==> config.mk <==
export PLATFORM = sky130hd
export DESIGN_NAME = hcreg_port
export DESIGN_NICKNAME = d
export VERILOG_FILES = /design/src/rtl/hcreg_pkg.sv /design/src/rtl/hcreg_seq.sv /design/src/rtl/hcreg_file.sv /design/src/rtl/hcreg_port.sv
export SDC_FILE = /design/constraint.sdc
export NUM_CORES = 1
export LEC_CHECK = 0
export BUFFER_PORTS_ARGS = -buffer_cell sky130_fd_sc_hd__buf_4
export CAP_MARGIN = 40
export CELL_PAD_IN_SITES_DETAIL_PLACEMENT = 1
export CELL_PAD_IN_SITES_GLOBAL_PLACEMENT = 2
export CORE_MARGIN = 5
export CORE_UTILIZATION = 42
export CTS_CLUSTER_DIAMETER = 80
export CTS_CLUSTER_SIZE = 12
export DETAILED_ROUTE_END_ITERATION = 6
export PLACE_DENSITY_LB_ADDON = 0.2
export SLEW_MARGIN = 20
export SYNTH_ARGS = -nofsm -noshare
export SYNTH_HDL_FRONTEND = slang
export SYNTH_SLANG_ARGS = --single-unit
==> constraint.sdc <==
create_clock -name clk -period 5.6 [get_ports clk]
set_clock_uncertainty 0.2 [all_clocks]
set_input_delay 0 -clock clk [delete_from_list [all_inputs] [get_ports clk]]
set_output_delay 0 -clock clk [all_outputs]
set_load 0.1 [all_outputs]
==> src/rtl/hcreg_pkg.sv <==
package hcreg_pkg;
    localparam int DATA_W = 16;
    localparam int IDX_W  = 7;

    typedef logic [IDX_W-1:0]  idx_t;
    typedef logic [DATA_W-1:0] half_t;

    // indices below this are two-beat (32-bit) registers
    localparam idx_t WIDE_LIMIT = 7'h20;
    localparam idx_t IDX_CFG    = 7'h20;
    localparam idx_t IDX_CHIPID = 7'h27;
    localparam idx_t IDX_SCR    = 7'h28;
    localparam idx_t IDX_SRST   = 7'h29;

    localparam half_t      SRST_KEY  = 16'h00F6;
    localparam logic [7:0] CHIPID_HI = 8'h61;

    typedef struct packed {
        idx_t  idx;
        logic  wflag;
        logic  beat;
        half_t stage;
        half_t hold;
        half_t rdata;
    } seq_state_t;
endpackage

==> src/rtl/hcreg_seq.sv <==
module hcreg_seq
    import hcreg_pkg::*;
(
    input  logic        clk,
    input  logic        rst_n,
    input  logic        bus_cs,
    input  logic        bus_asel,
    input  logic        bus_wr,
    input  logic        bus_rd,
    input  half_t       bus_wdata,
    input  logic [31:0] rdv_i,
    output idx_t        idx_o,
    output logic        wflag_o,
    output logic        beat_o,
    output logic        we_o,
    output logic [31:0] wval_o,
    output half_t       rdata_o
);
    seq_state_t st_d, st_q;
    logic wide, dwr, drd, bad_rd;

    always_comb begin
        st_d   = st_q;
        we_o   = 1'b0;
        wval_o = '0;
        wide   = (st_q.idx < WIDE_LIMIT);
        dwr    = bus_cs && !bus_asel && bus_wr && st_q.wflag;
        drd    = bus_cs && !bus_asel && bus_rd && !bus_wr && !st_q.wflag;
        bad_rd = bus_cs && !bus_asel && bus_rd && !bus_wr && st_q.wflag;

        if (bus_cs && bus_asel && bus_wr) begin
            st_d.idx   = bus_wdata[IDX_W-1:0];
            st_d.wflag = bus_wdata[IDX_W];
            st_d.beat  = 1'b0;
        end

        if (dwr) begin
            if (wide && !st_q.beat) begin
                st_d.stage = bus_wdata;
                st_d.beat  = 1'b1;
            end else if (wide) begin
                we_o      = 1'b1;
                wval_o    = {bus_wdata, st_q.stage};
                st_d.beat = 1'b0;
            end else begin
                we_o   = 1'b1;
                wval_o = {16'h0000, bus_wdata};
            end
        end

        if (drd) begin
            if (wide && !st_q.beat) begin
                st_d.rdata = rdv_i[15:0];
                st_d.hold  = rdv_i[31:16];
                st_d.beat  = 1'b1;
            end else if (wide) begin
                st_d.rdata = st_q.hold;
                st_d.beat  = 1'b0;
            end else begin
                st_d.rdata = rdv_i[15:0];
            end
        end

        if (bad_rd) begin
            st_d.rdata = '0;
        end
    end

    always_ff @(posedge clk or negedge rst_n) begin
        if (!rst_n) st_q <= '0;
        else        st_q <= st_d;
    end

    assign idx_o   = st_q.idx;
    assign wflag_o = st_q.wflag;
    assign beat_o  = st_q.beat;
    assign rdata_o = st_q.rdata;
endmodule

==> src/rtl/hcreg_file.sv <==
module hcreg_file
    import hcreg_pkg::*;
#(
    parameter int         NUM_RW   = 3,
    parameter idx_t       RW_BASE  = 7'h01,
    parameter idx_t       STAT_IDX = 7'h10,
    parameter logic [7:0] REV      = 8'h22
) (
    input  logic        clk,
    input  logic        rst_n,
    input  idx_t        idx_i,
    input  logic        we_i,
    input  logic [31:0] wval_i,
    input  logic [31:0] stat_i,
    output logic [31:0] rdv_o
);
    typedef struct packed {
        logic [NUM_RW-1:0][31:0] rw;
        half_t                   cfg;
        half_t                   scr;
    } file_t;

    file_t f_d, f_q;

    always_comb begin
        f_d   = f_q;
        rdv_o = '0;

        if (we_i) begin
            for (int k = 0; k < NUM_RW; k++) begin
                if (idx_i == RW_BASE + idx_t'(k)) f_d.rw[k] = wval_i;
            end
            case (idx_i)
                IDX_CFG: f_d.cfg = wval_i[15:0];
                IDX_SCR: f_d.scr = wval_i[15:0];
                IDX_SRST: begin
                    if (wval_i[15:0] == SRST_KEY) f_d = '0;
                end
                default: ;
            endcase
        end

        for (int k = 0; k < NUM_RW; k++) begin
            if (idx_i == RW_BASE + idx_t'(k)) rdv_o = f_q.rw[k];
        end
        if (idx_i == STAT_IDX) rdv_o = stat_i;
        case (idx_i)
            IDX_CFG:    rdv_o = {16'h0000, f_q.cfg};
            IDX_CHIPID: rdv_o = {16'h0000, CHIPID_HI, REV};
            IDX_SCR:    rdv_o = {16'h0000, f_q.scr};
            default: ;
        endcase
    end

    always_ff @(posedge clk or negedge rst_n) begin
        if (!rst_n) f_q <= '0;
        else        f_q <= f_d;
    end
endmodule

==> src/rtl/hcreg_port.sv <==
module hcreg_port
    import hcreg_pkg::*;
#(
    parameter int         NUM_RW   = 3,
    parameter idx_t       RW_BASE  = 7'h01,
    parameter idx_t       STAT_IDX = 7'h10,
    parameter logic [7:0] REV      = 8'h22
) (
    input  logic        clk,
    input  logic        rst_n,
    input  logic        bus_cs,
    input  logic        bus_asel,
    input  logic        bus_wr,
    input  logic        bus_rd,
    input  logic [15:0] bus_wdata,
    input  logic [31:0] stat_in,
    output logic [15:0] bus_rdata
);
    idx_t        idx_w;
    logic        wflag_w;
    logic        beat_w;
    logic        we_w;
    logic [31:0] wval_w;
    logic [31:0] rdv_w;

    hcreg_seq u_seq (
        .clk       (clk),
        .rst_n     (rst_n),
        .bus_cs    (bus_cs),
        .bus_asel  (bus_asel),
        .bus_wr    (bus_wr),
        .bus_rd    (bus_rd),
        .bus_wdata (bus_wdata),
        .rdv_i     (rdv_w),
        .idx_o     (idx_w),
        .wflag_o   (wflag_w),
        .beat_o    (beat_w),
        .we_o      (we_w),
        .wval_o    (wval_w),
        .rdata_o   (bus_rdata)
    );

    hcreg_file #(
        .NUM_RW   (NUM_RW),
        .RW_BASE  (RW_BASE),
        .STAT_IDX (STAT_IDX),
        .REV      (REV)
    ) u_file (
        .clk    (clk),
        .rst_n  (rst_n),
        .idx_i  (idx_w),
        .we_i   (we_w),
        .wval_i (wval_w),
        .stat_i (stat_in),
        .rdv_o  (rdv_w)
    );
endmodule

**Yosys cells after proc, flatten, opt, wreduce, memory -nomap -nowiden**

Cells that the tools add are included.

- Bits in registers: 185
- Output and inout bits: 16
- Input bits: 54
- Word-level logic and storage cells: 72

- Equal/unequal tests: 10
- Reduce and logical (&&, ||, !) cells: 21
- Magnitude comparators: 1
- Muxes and demuxes: 29

Operator list:

| operator | count |
|---|---|
| 2-to-1 mux 32 bit | 10 |
| 2-to-1 mux 128 bit | 1 |
| 2-to-1 mux 96 bit | 1 |
| case mux 32 bit (3 select lines) | 1 |
| 2-to-1 mux 16 bit | 5 |
| case mux 16 bit (2 select lines) | 2 |
| equality test 7 x 6 -> 1 bit, second input constant | 4 |
| 2-to-1 mux 17 bit | 1 |
| equality test 16 x 8 -> 1 bit, second input constant | 1 |
| equality test 7 x 2 -> 1 bit, second input constant | 2 |
| logical AND 1 bit | 10 |
| 2-to-1 mux 1 bit | 8 |
| equality test 7 x 1 -> 1 bit, second input constant | 1 |
| equality test 7 x 5 -> 1 bit, second input constant | 1 |
| less-than comparator 7 x 6 -> 1 bit, second input constant | 1 |
| AND reduction 3 bit | 2 |
| nonzero test 2 bit | 3 |
| zero test 1 bit | 4 |
| AND reduction 2 bit | 2 |
| != test 2 x 1 -> 1 bit, second input constant | 1 |

**Logic depth before layout (Yosys ltp)**

Gate-level depths: netlist of the first run.

- Depth after elaboration: 10
- Depth in mapped cells: 8
- Mapped depth without buffers: 5

**Modules after synthesis**

Synthesis of the first run repeated with hierarchy kept, for this count alone.

- Cells, all modules: 1,034
- Area total of the unflattened synthesis: 9,577.9 µm²

By module, submodules not included:

| module | area each (µm²) | cells each | times used | sequential area each (µm²) |
|---|---|---|---|---|
| hcreg_file | 6,657.6 | 769 | 1 | 3,203.1 |
| hcreg_seq | 2,920.3 | 265 | 1 | 1,426.4 |

**Least setup slack after synthesis of the first run**

No wires, ideal clock.

- Path type: register -> register
- Start: reg u_seq.st_q (netlist bit u_seq.idx_o[5])
- End: reg u_file.f_q[54] (netlist bit)
- Path buffers: 3
- Path slack: 3.372 ns
- Required time: 5.277 ns
- Data arrival time: 1.904 ns
- Library setup time: 0.123 ns
- Clock period less this slack: 2.228 ns
- Cell stages (with the launch flop): 9
- Path through: dfrtp_1 > clkbuf_1 > o21a_1 > a2111oi_0 > o2111ai_1 > nor3_2 > buf_4 > buf_2 > a21oi_1

- Cells in the longest elaborated chain, start to end: 7
- Elaborated cells between the ends (all ways): 13
- Classes of those cells: order compare: 1; eq/ne: 3; mux: 8; reduce/logical: 1

Ends and longest elaborated chain:

| element | RTL line | source |
|---|---|---|
| from (decl) | hcreg_seq.sv:19 | `seq_state_t st_d, st_q;` |
| from (signal assigned) | hcreg_seq.sv:71 | `else st_q <= st_d;` |
| less-than comparator 7 x 6 -> 1 bit | hcreg_seq.sv:26 | `wide = (st_q.idx < WIDE_LIMIT);` |
| 2-to-1 mux 32 bit or logical AND 1 bit (tied branches) | hcreg_seq.sv:41, hcreg_seq.sv:38 |  |
| 2-to-1 mux 32 bit | hcreg_seq.sv:38 | `if (wide && !st_q.beat) begin` |
| 2-to-1 mux 32 bit | hcreg_seq.sv:37 | `if (dwr) begin` |
| equality test 16 x 8 -> 1 bit or 2-to-1 mux 32 bit (tied branches) | hcreg_file.sv:37, hcreg_file.sv:31 |  |
| 2-to-1 mux 128 bit | hcreg_file.sv:37 | `if (wval_i[15:0] == SRST_KEY) f_d = '0;` |
| 2-to-1 mux 96 bit | hcreg_file.sv:33 | `case (idx_i)` |
| to (signal assigned) | hcreg_file.sv:56 | `if (!rst_n) f_q <= '0;` |
| to (signal assigned) | hcreg_file.sv:57 | `else f_q <= f_d;` |
| to (decl) | hcreg_file.sv:23 | `file_t f_d, f_q;` |

Parallel ways exist; a longest one is shown, timed or not. The select of a mux whose other input is x is not followed.
A chain may end at the register's enable or synchronous reset.

**Final worst setup path of the first run**

- Start: reg u_seq.st_q (netlist bit u_seq.idx_o[3])
- End: reg u_seq.st_q (netlist bit u_seq.rdata_o[9])

- Cells in the longest elaborated chain, start to end: 10
- Elaborated cells between the ends (all ways): 18
- Classes of those cells: order compare: 1; eq/ne: 7; mux: 9; reduce/logical: 1

Ends and longest elaborated chain:

| element | RTL line | source |
|---|---|---|
| equality test 7 x 1 -> 1 bit | hcreg_file.sv:44 | `if (idx_i == RW_BASE + idx_t'(k)) rdv_o = f_q.rw[k];` |
| 2-to-1 mux 32 bit (3 in series) | hcreg_file.sv:44 |  |
| 2-to-1 mux 32 bit | hcreg_file.sv:46 | `if (idx_i == STAT_IDX) rdv_o = stat_i;` |
| case mux 32 bit (3 select lines) | hcreg_file.sv:47 | `case (idx_i)` |
| 2-to-1 mux 16 bit | hcreg_seq.sv:56 | `end else if (wide) begin` |
| 2-to-1 mux 16 bit (*) | hcreg_seq.sv:52 | `if (wide && !st_q.beat) begin` |
| 2-to-1 mux 16 bit (*) | hcreg_seq.sv:51 | `if (drd) begin` |
| 2-to-1 mux 16 bit (*) | hcreg_seq.sv:64 | `if (bad_rd) begin` |

Mark *: on every way between the ends. The rest lies on a longest branch, timed or not. The select of a mux whose other input is x is not followed.

==> metrics, run 1 <==
largest net degree at the start of global routing 65; Pint 2.42 mW; Worst-path clk slew 0.07 ns; ys async rst share 100%; Reg area 0.00463 mm²; gr ovfl total 0; worst vdd ir 196 µV; WP data required 5.72 ns; Hold Path Class primary input to register; die height 159 µm; Net Sw Power 1.03 mW; CP Capture Type register; global-route wire length before repair 50.0 mm; crit-path max FO 17; Power Density 306 mW/mm²; Initial Util 42.6%; Hold Slack 0.00766 ns; Final ANT Viol Nets 0; number of antenna diodes 0; die width 159 µm; post-DP HPWL 21.6 mm; Setup-failing EPs final 0; CTS tree yes; post-route core utilization 51.7%; via count 7999; Top Ports 70; Max Fclk 0.280 GHz; Post-Syn Nets 999; Std-Cell Core Area 0.0218 mm²; synthesized cell area 0.00927 mm²; clk sink count 185; postcts setup bufs 0; yosys warns 0; Multi-input gate area 0.00417 mm²; Worst EP arrival 3.69 ns; post-route minimum period 3.57 ns; Final GP Congestion 0.823; Fillers 2414; Yosys cell types 54; WHS Path Cells 5; Tot GR Track Use 26.2%; htree depth 4; period utilization 63.8%; leakage power 5.01 nW; Cells after Synth 945; share of power burned in registers 44.7%; CP startpoint kind register; routed len/inst 24.1 µm; final hold viol count 0; worst-margin pin slew 0.945 ns; hold_sp bus_rd; PortBufs 69; number of global-route vias before repair 8522; FP Rows 54; # resized after CTS 0; # DRC 0; max-cap viol count 0; Hold Path End u_seq.rdata_o[15]; Setup WS pre-CTS 2.21 ns; CP Class register to register; Nets 1085; Avg Cell Area, Syn 9.81 µm²; Seq/Total Area, Yosys 49.9%; final worst slack 2.03 ns; clk_lat worst skew 0.43 ns; vias per cell 6.04; die area 0.0251 mm²; RSZ-0062 raised after global routing false; First-pass DRT Iterations 5; TNS Setup 0 ns; Initial DRC Count 614; r2r startpoint u_seq.idx_o[3]; status completed; Synth Register Bits 185; number of flops mapped to enable cells by yosys 0; reg2reg path depth 6; combinational share of power 17.9%; Synth Flop Type dfrtp_1; initial antenna violation count 2; cts bufs inserted 17; Clk pwr share 37.4%; total wire length 31.9 mm; Net Sw Frac 29.7%; area added between synthesis and finish 21.3%; layout cells sized above 1 19.8%; Slew Limit Headroom 37.0%; Root Buffer clkbuf_16; fin. max-slew vios 0; R2R Setup Slk 2.03 ns; RR Endpoint u_seq.rdata_o[9]; CTS max path bufs 2
==> stage by stage <==
step	std cells	power [mW]	cell area, µm²
3_3_place_gp	1220	2.10	9850
2_1_floorplan	945	1.90	9270
4_1_cts	1320	3.45	11200
5_1_grt	1324	3.57	11200
6_report	1324	3.45	11200
3_5_place_dp	1226	2.14	9950
==> sequential cells by signal, summed over array words and instances, names as in the netlist <==
| signal | count |
|---|---|
| u_file.f_q | 128 |
| u_seq.st_q | 32 |
| u_seq.beat_o | 1 |
| u_seq.wflag_o | 1 |
| u_seq.idx_o | 7 |
| u_seq.rdata_o | 16 |
==> cell usage in the layout (no fill, tap or decap), types with 4 or more instances in the layout <==
| cell | count |
|---|---|
| dlygate4sd3_1 | 61 |
| dfrtp_1 | 185 |
| mux2_2 | 47 |
| o211ai_1 | 8 |
| nand3_1 | 64 |
| nor3_1 | 8 |
| a221oi_1 | 25 |
| clkbuf_16 | 17 |
| a21oi_1 | 62 |
| o31ai_1 | 13 |
| nor2_1 | 57 |
| buf_4 | 92 |
| nand2_1 | 113 |
| a21o_1 | 28 |
| a222oi_1 | 7 |
| a211oi_1 | 48 |
| inv_1 | 4 |
| and3_1 | 7 |
| a211o_1 | 4 |
| o21ai_0 | 54 |
| o21ai_1 | 10 |
| a22o_1 | 16 |
| nor4bb_1 | 4 |
| or2_2 | 16 |
| mux2i_1 | 22 |
| nand4_1 | 5 |
==> routing by layer <==
metal	vias up	GRT usage, %	share of wire, %
met5	-	0	0
met4	0	9.63	3.3
met3	48	6.85	6.3
met2	228	40.8	47
met1	4105	35.3	43
li1	3618	-	-
==> Yosys cell counts, drive strengths merged (2+ instances only) <==
master	number	area share, %
or3	2	0.13
a2111oi	2	0.19
nor3	12	0.76
nor2	57	2.3
inv	4	0.16
and2	2	0.14
o21a	2	0.16
a211oi	48	3.9
or3b	2	0.19
nor4bb	5	0.54
a211o	4	0.38
nand3	64	3.5
o21ai	64	3.5
a221oi	25	2.4
nand3b	3	0.24
a21oi	62	3.3
nand4	5	0.34
nor4	3	0.27
clkbuf	42	1.7
and4b	3	0.32
nand2	113	4.6
o211ai	8	0.65
or2	17	1.1
and3	7	0.47
and4	2	0.19
dfrtp	185	50
a22o	16	1.5
nand4b	2	0.19
mux2	47	5.7
a222oi	7	0.76
o31ai	13	1.1
buf	54	3.5
mux2i	23	2.6
a21o	28	2.3
nor3b	2	0.16
==> cell type report <==
cell class | instances | area share, %
inverter | 4 | 0.133
multi-input combinational | 660 | 37.1
clock buffer | 21 | 4.09
clock inverter | 11 | 1.41
tap | 280 | 3.11
timing repair buffer | 163 | 13.0
sequential | 185 | 41.2
==> power by group through the flow <==
stage               logic (mW)  registers [mW]  clock network [mW]
global route             0.665            1.55                1.36
global placement         0.548            1.55                   0
floorplan                0.377            1.52                   0
CTS                      0.609            1.54                1.30
detailed placement       0.572            1.56                   0
finish                   0.616            1.54                1.29
==> worst max path at each step <==
stage | endpoint | depth (start not counted) | start | slack, ns
2_1_floorplan | u_file.f_q[54] | 8 | u_seq.idx_o[5] | 3.37
3_3_place_gp | u_file.f_q[28] | 6 | u_seq.idx_o[5] | 1.84
3_5_place_dp | u_file.f_q[48] | 7 | u_seq.idx_o[5] | 2.21
4_1_cts | u_seq.rdata_o[9] | 6 | u_seq.idx_o[3] | 2.06
5_1_grt | u_seq.rdata_o[9] | 6 | u_seq.idx_o[3] | 1.99
6_report | u_seq.rdata_o[9] | 6 | u_seq.idx_o[3] | 2.03
==> what timing repair did <==
item | 4_1_cts | 5_1_grt
endpoints found under the hold margin | 258 | 0
hold buffers | 62 | 0
endpoints found under the setup margin | 0 | 0
==> cell families after synthesis <==
logic type | synth area share [%]
buf+inv | 5.38
mux | 8.33
flops | 49.9
simple gates | 15.8
compound gates | 20.5
==> critical path, stage by stage, from the launching register on <==
cell and delay (ns):
dfrtp_1 0.66, buf_4 0.33, nor2_1 0.16, and4b_1 0.47, a222oi_1 0.92, o211ai_1 0.14, dlygate4sd3_1 0.59
Power figures use the tool's default switching activity.
==> run 2, diff against run 1 <==
CORE_UTILIZATION = 39   (was 42)
clock period = 3.6 ns   (was 5.6 ns; I/O delays follow)
==> run 2 against run 1 <==
  * Register-to-register slack got worse by 1.6 ns
  * Sequential cell count did not move
  * Count of clock-buffer cells in the layout shrank 3
  * First-iteration DRC count is 18% higher
  * Critical endpoint is now u_seq.rdata_o[5]
==> metrics, run 2 (same netlist as run 1, synthesis figures left out) <==
layout cells sized above 1 20.3% (+0.48 points); Setup-failing EPs final 0 (unchanged); post-route core utilization 48.0% (-3.7 points); Fillers 2599 (+7.7%); cts bufs inserted 17 (unchanged); Hold Path Class primary input to register; CTS tree yes; number of antenna diodes 0 (unchanged); htree depth 4 (unchanged); Top reg by flops u_file.f_q; via count 7894 (-1.3%); # resized after CTS 0 (unchanged); Max Fclk 0.313 GHz (+12%); initial antenna violation count 0 (-2); First-pass DRT Iterations 5 (unchanged); die height 164 µm (+3.5%); worst vdd ir 311 µV (+59%); Final ANT Viol Nets 0 (unchanged); postcts setup bufs 0 (unchanged); die area 0.0270 mm² (+7.2%); placed cell areas 0.0100 mm² (+0.96%); worst-margin pin slew 0.832 ns (-0.113 ns); Slew Limit Headroom 44.5% (+7.5 points); number of global-route vias before repair 8247 (-3.2%); area added between synthesis and finish 21.6%; met3 Use GR 3.76% (-3.1 points); most frequent cells in the layout 185 x dfrtp_1, 113 x nand2_1, 97 x buf_4; commonest non-fill, non-tap cell in the layout dfrtp_1; largest net degree at the start of global routing 100 (+54%); Worst-path clk slew 0.07 ns (about the same); post-route minimum period 3.19 ns (-0.383 ns); Nets 1085 (unchanged); final hold viol count 0 (unchanged); Power Density 474 mW/mm² (+55%); leakage power 5.00 nW (-0.13%); busiest grt layer met2; Root Buffer clkbuf_16; met2 Track Usage GR 38.0% (-2.9 points); Final GP Congestion 0.790 (-4.0%); Tot GR Track Use 24.3% (-1.9 points); WP data required 3.78 ns (-1.94 ns); post-DP HPWL 20.9 mm (-3.4%); CP startpoint kind register; global-route wire length before repair 49.6 mm (-0.68%); CP Class register to register; CP Capture Type register; RSZ-0062 raised after global routing false; die width 164 µm (+3.5%); crit-path max FO 38 (+21); fin. max-slew vios 0 (unchanged); vias per cell 5.79 (-4.1%); clk sink count 185 (unchanged); total wire length 32.0 mm (+0.33%); Initial Util 39.5% (-3.1 points); GR Util met1 34.7% (-0.61 points); Worst EP arrival 3.37 ns (-0.32 ns); max-cap viol count 0 (unchanged); Top Ports 70 (unchanged); clk_lat worst skew 0.44 ns (about the same); routed len/inst 23.5 µm (-2.5%); status completed; # DRC 0 (unchanged); PortBufs 69 (unchanged); final instance area 0.0113 mm² (+0.24%); Initial DRC Count 723 (+18%); max reg flops 128 (unchanged); CTS max path bufs 2 (unchanged); period utilization 88.6% (+25 points); gr ovfl total 0 (unchanged); FP Rows 56 (+3.7%); Std-Cell Core Area 0.0235 mm² (+7.9%); TNS Setup 0 ns (unchanged); cts hold-fix bufs 57 (-8.1%)
-- run 2: worst paths after layout --
kind | cells after the start | slack [ns] | startpoint | endpoint
worst min register to register | 2 | 0.28 | u_seq.st_q[16] | u_seq.st_q[16]
max in group asynchronous | 5 | 1.86 | rst_n | u_seq.st_q[31]
worst max register to register | 8 | 0.41 | u_seq.idx_o[0] | u_seq.rdata_o[5]
min in group asynchronous | 3 | 0.29 | rst_n | u_file.f_q[111]
worst min-delay path | 5 | 0.04 | bus_rd | u_seq.rdata_o[6]
worst max-delay path | 8 | 0.41 | u_seq.idx_o[0] | u_seq.rdata_o[5]
-- run 2: metal layers --
layer | vias to the layer above | wire (µm)
met5 | - | 0
met4 | 0 | 635
met3 | 36 | 1390
met2 | 193 | 14800
met1 | 4050 | 15200
li1 | 3615 | -
-- run 2: area by class of cell --
class,instances,area (µm²),share of cell area [%]
Timing Repair Buffer,163,1450,12.8
Tap cell,319,399,3.54
Sequential cell,185,4630,41.1
Clock buffer,18,439,3.89
Inverter,4,15.0,0.133
Multi-Input combinational cell,660,4170,37.0
Clock inverter,14,176,1.56
-- run 2: power by group --
part           switching (mW)  internal, mW  leakage, nW  total [mW]
clock                   0.917          1.08        0.305        1.99
combinational           0.593         0.380         2.16       0.973
sequential              0.139          2.24         2.54        2.38
total                    1.65          3.70         5.00        5.35
-- run 2: stage by stage --
stage	std cells	worst slack, ns	hold slack [ns]	total power, mW
floorplan	945	1.37	-0.496	2.95
global placement	1269	0.651	-0.0342	3.31
detailed placement	1271	0.566	-0.0438	3.33
CTS	1360	0.427	0.0165	5.37
global route	1363	0.203	0.0514	5.55
finish	1363	0.409	0.0411	5.35
-- run 2: worst max-delay path, stage by stage (launching register included) --
cell	delay [ns]
dfrtp_1	0.54
buf_12	0.29
nor2b_1	0.55
buf_4	0.33
a22o_1	0.19
a221oi_1	0.08
a211o_1	0.34
nand3_1	0.07
dlygate4sd3_1	0.54
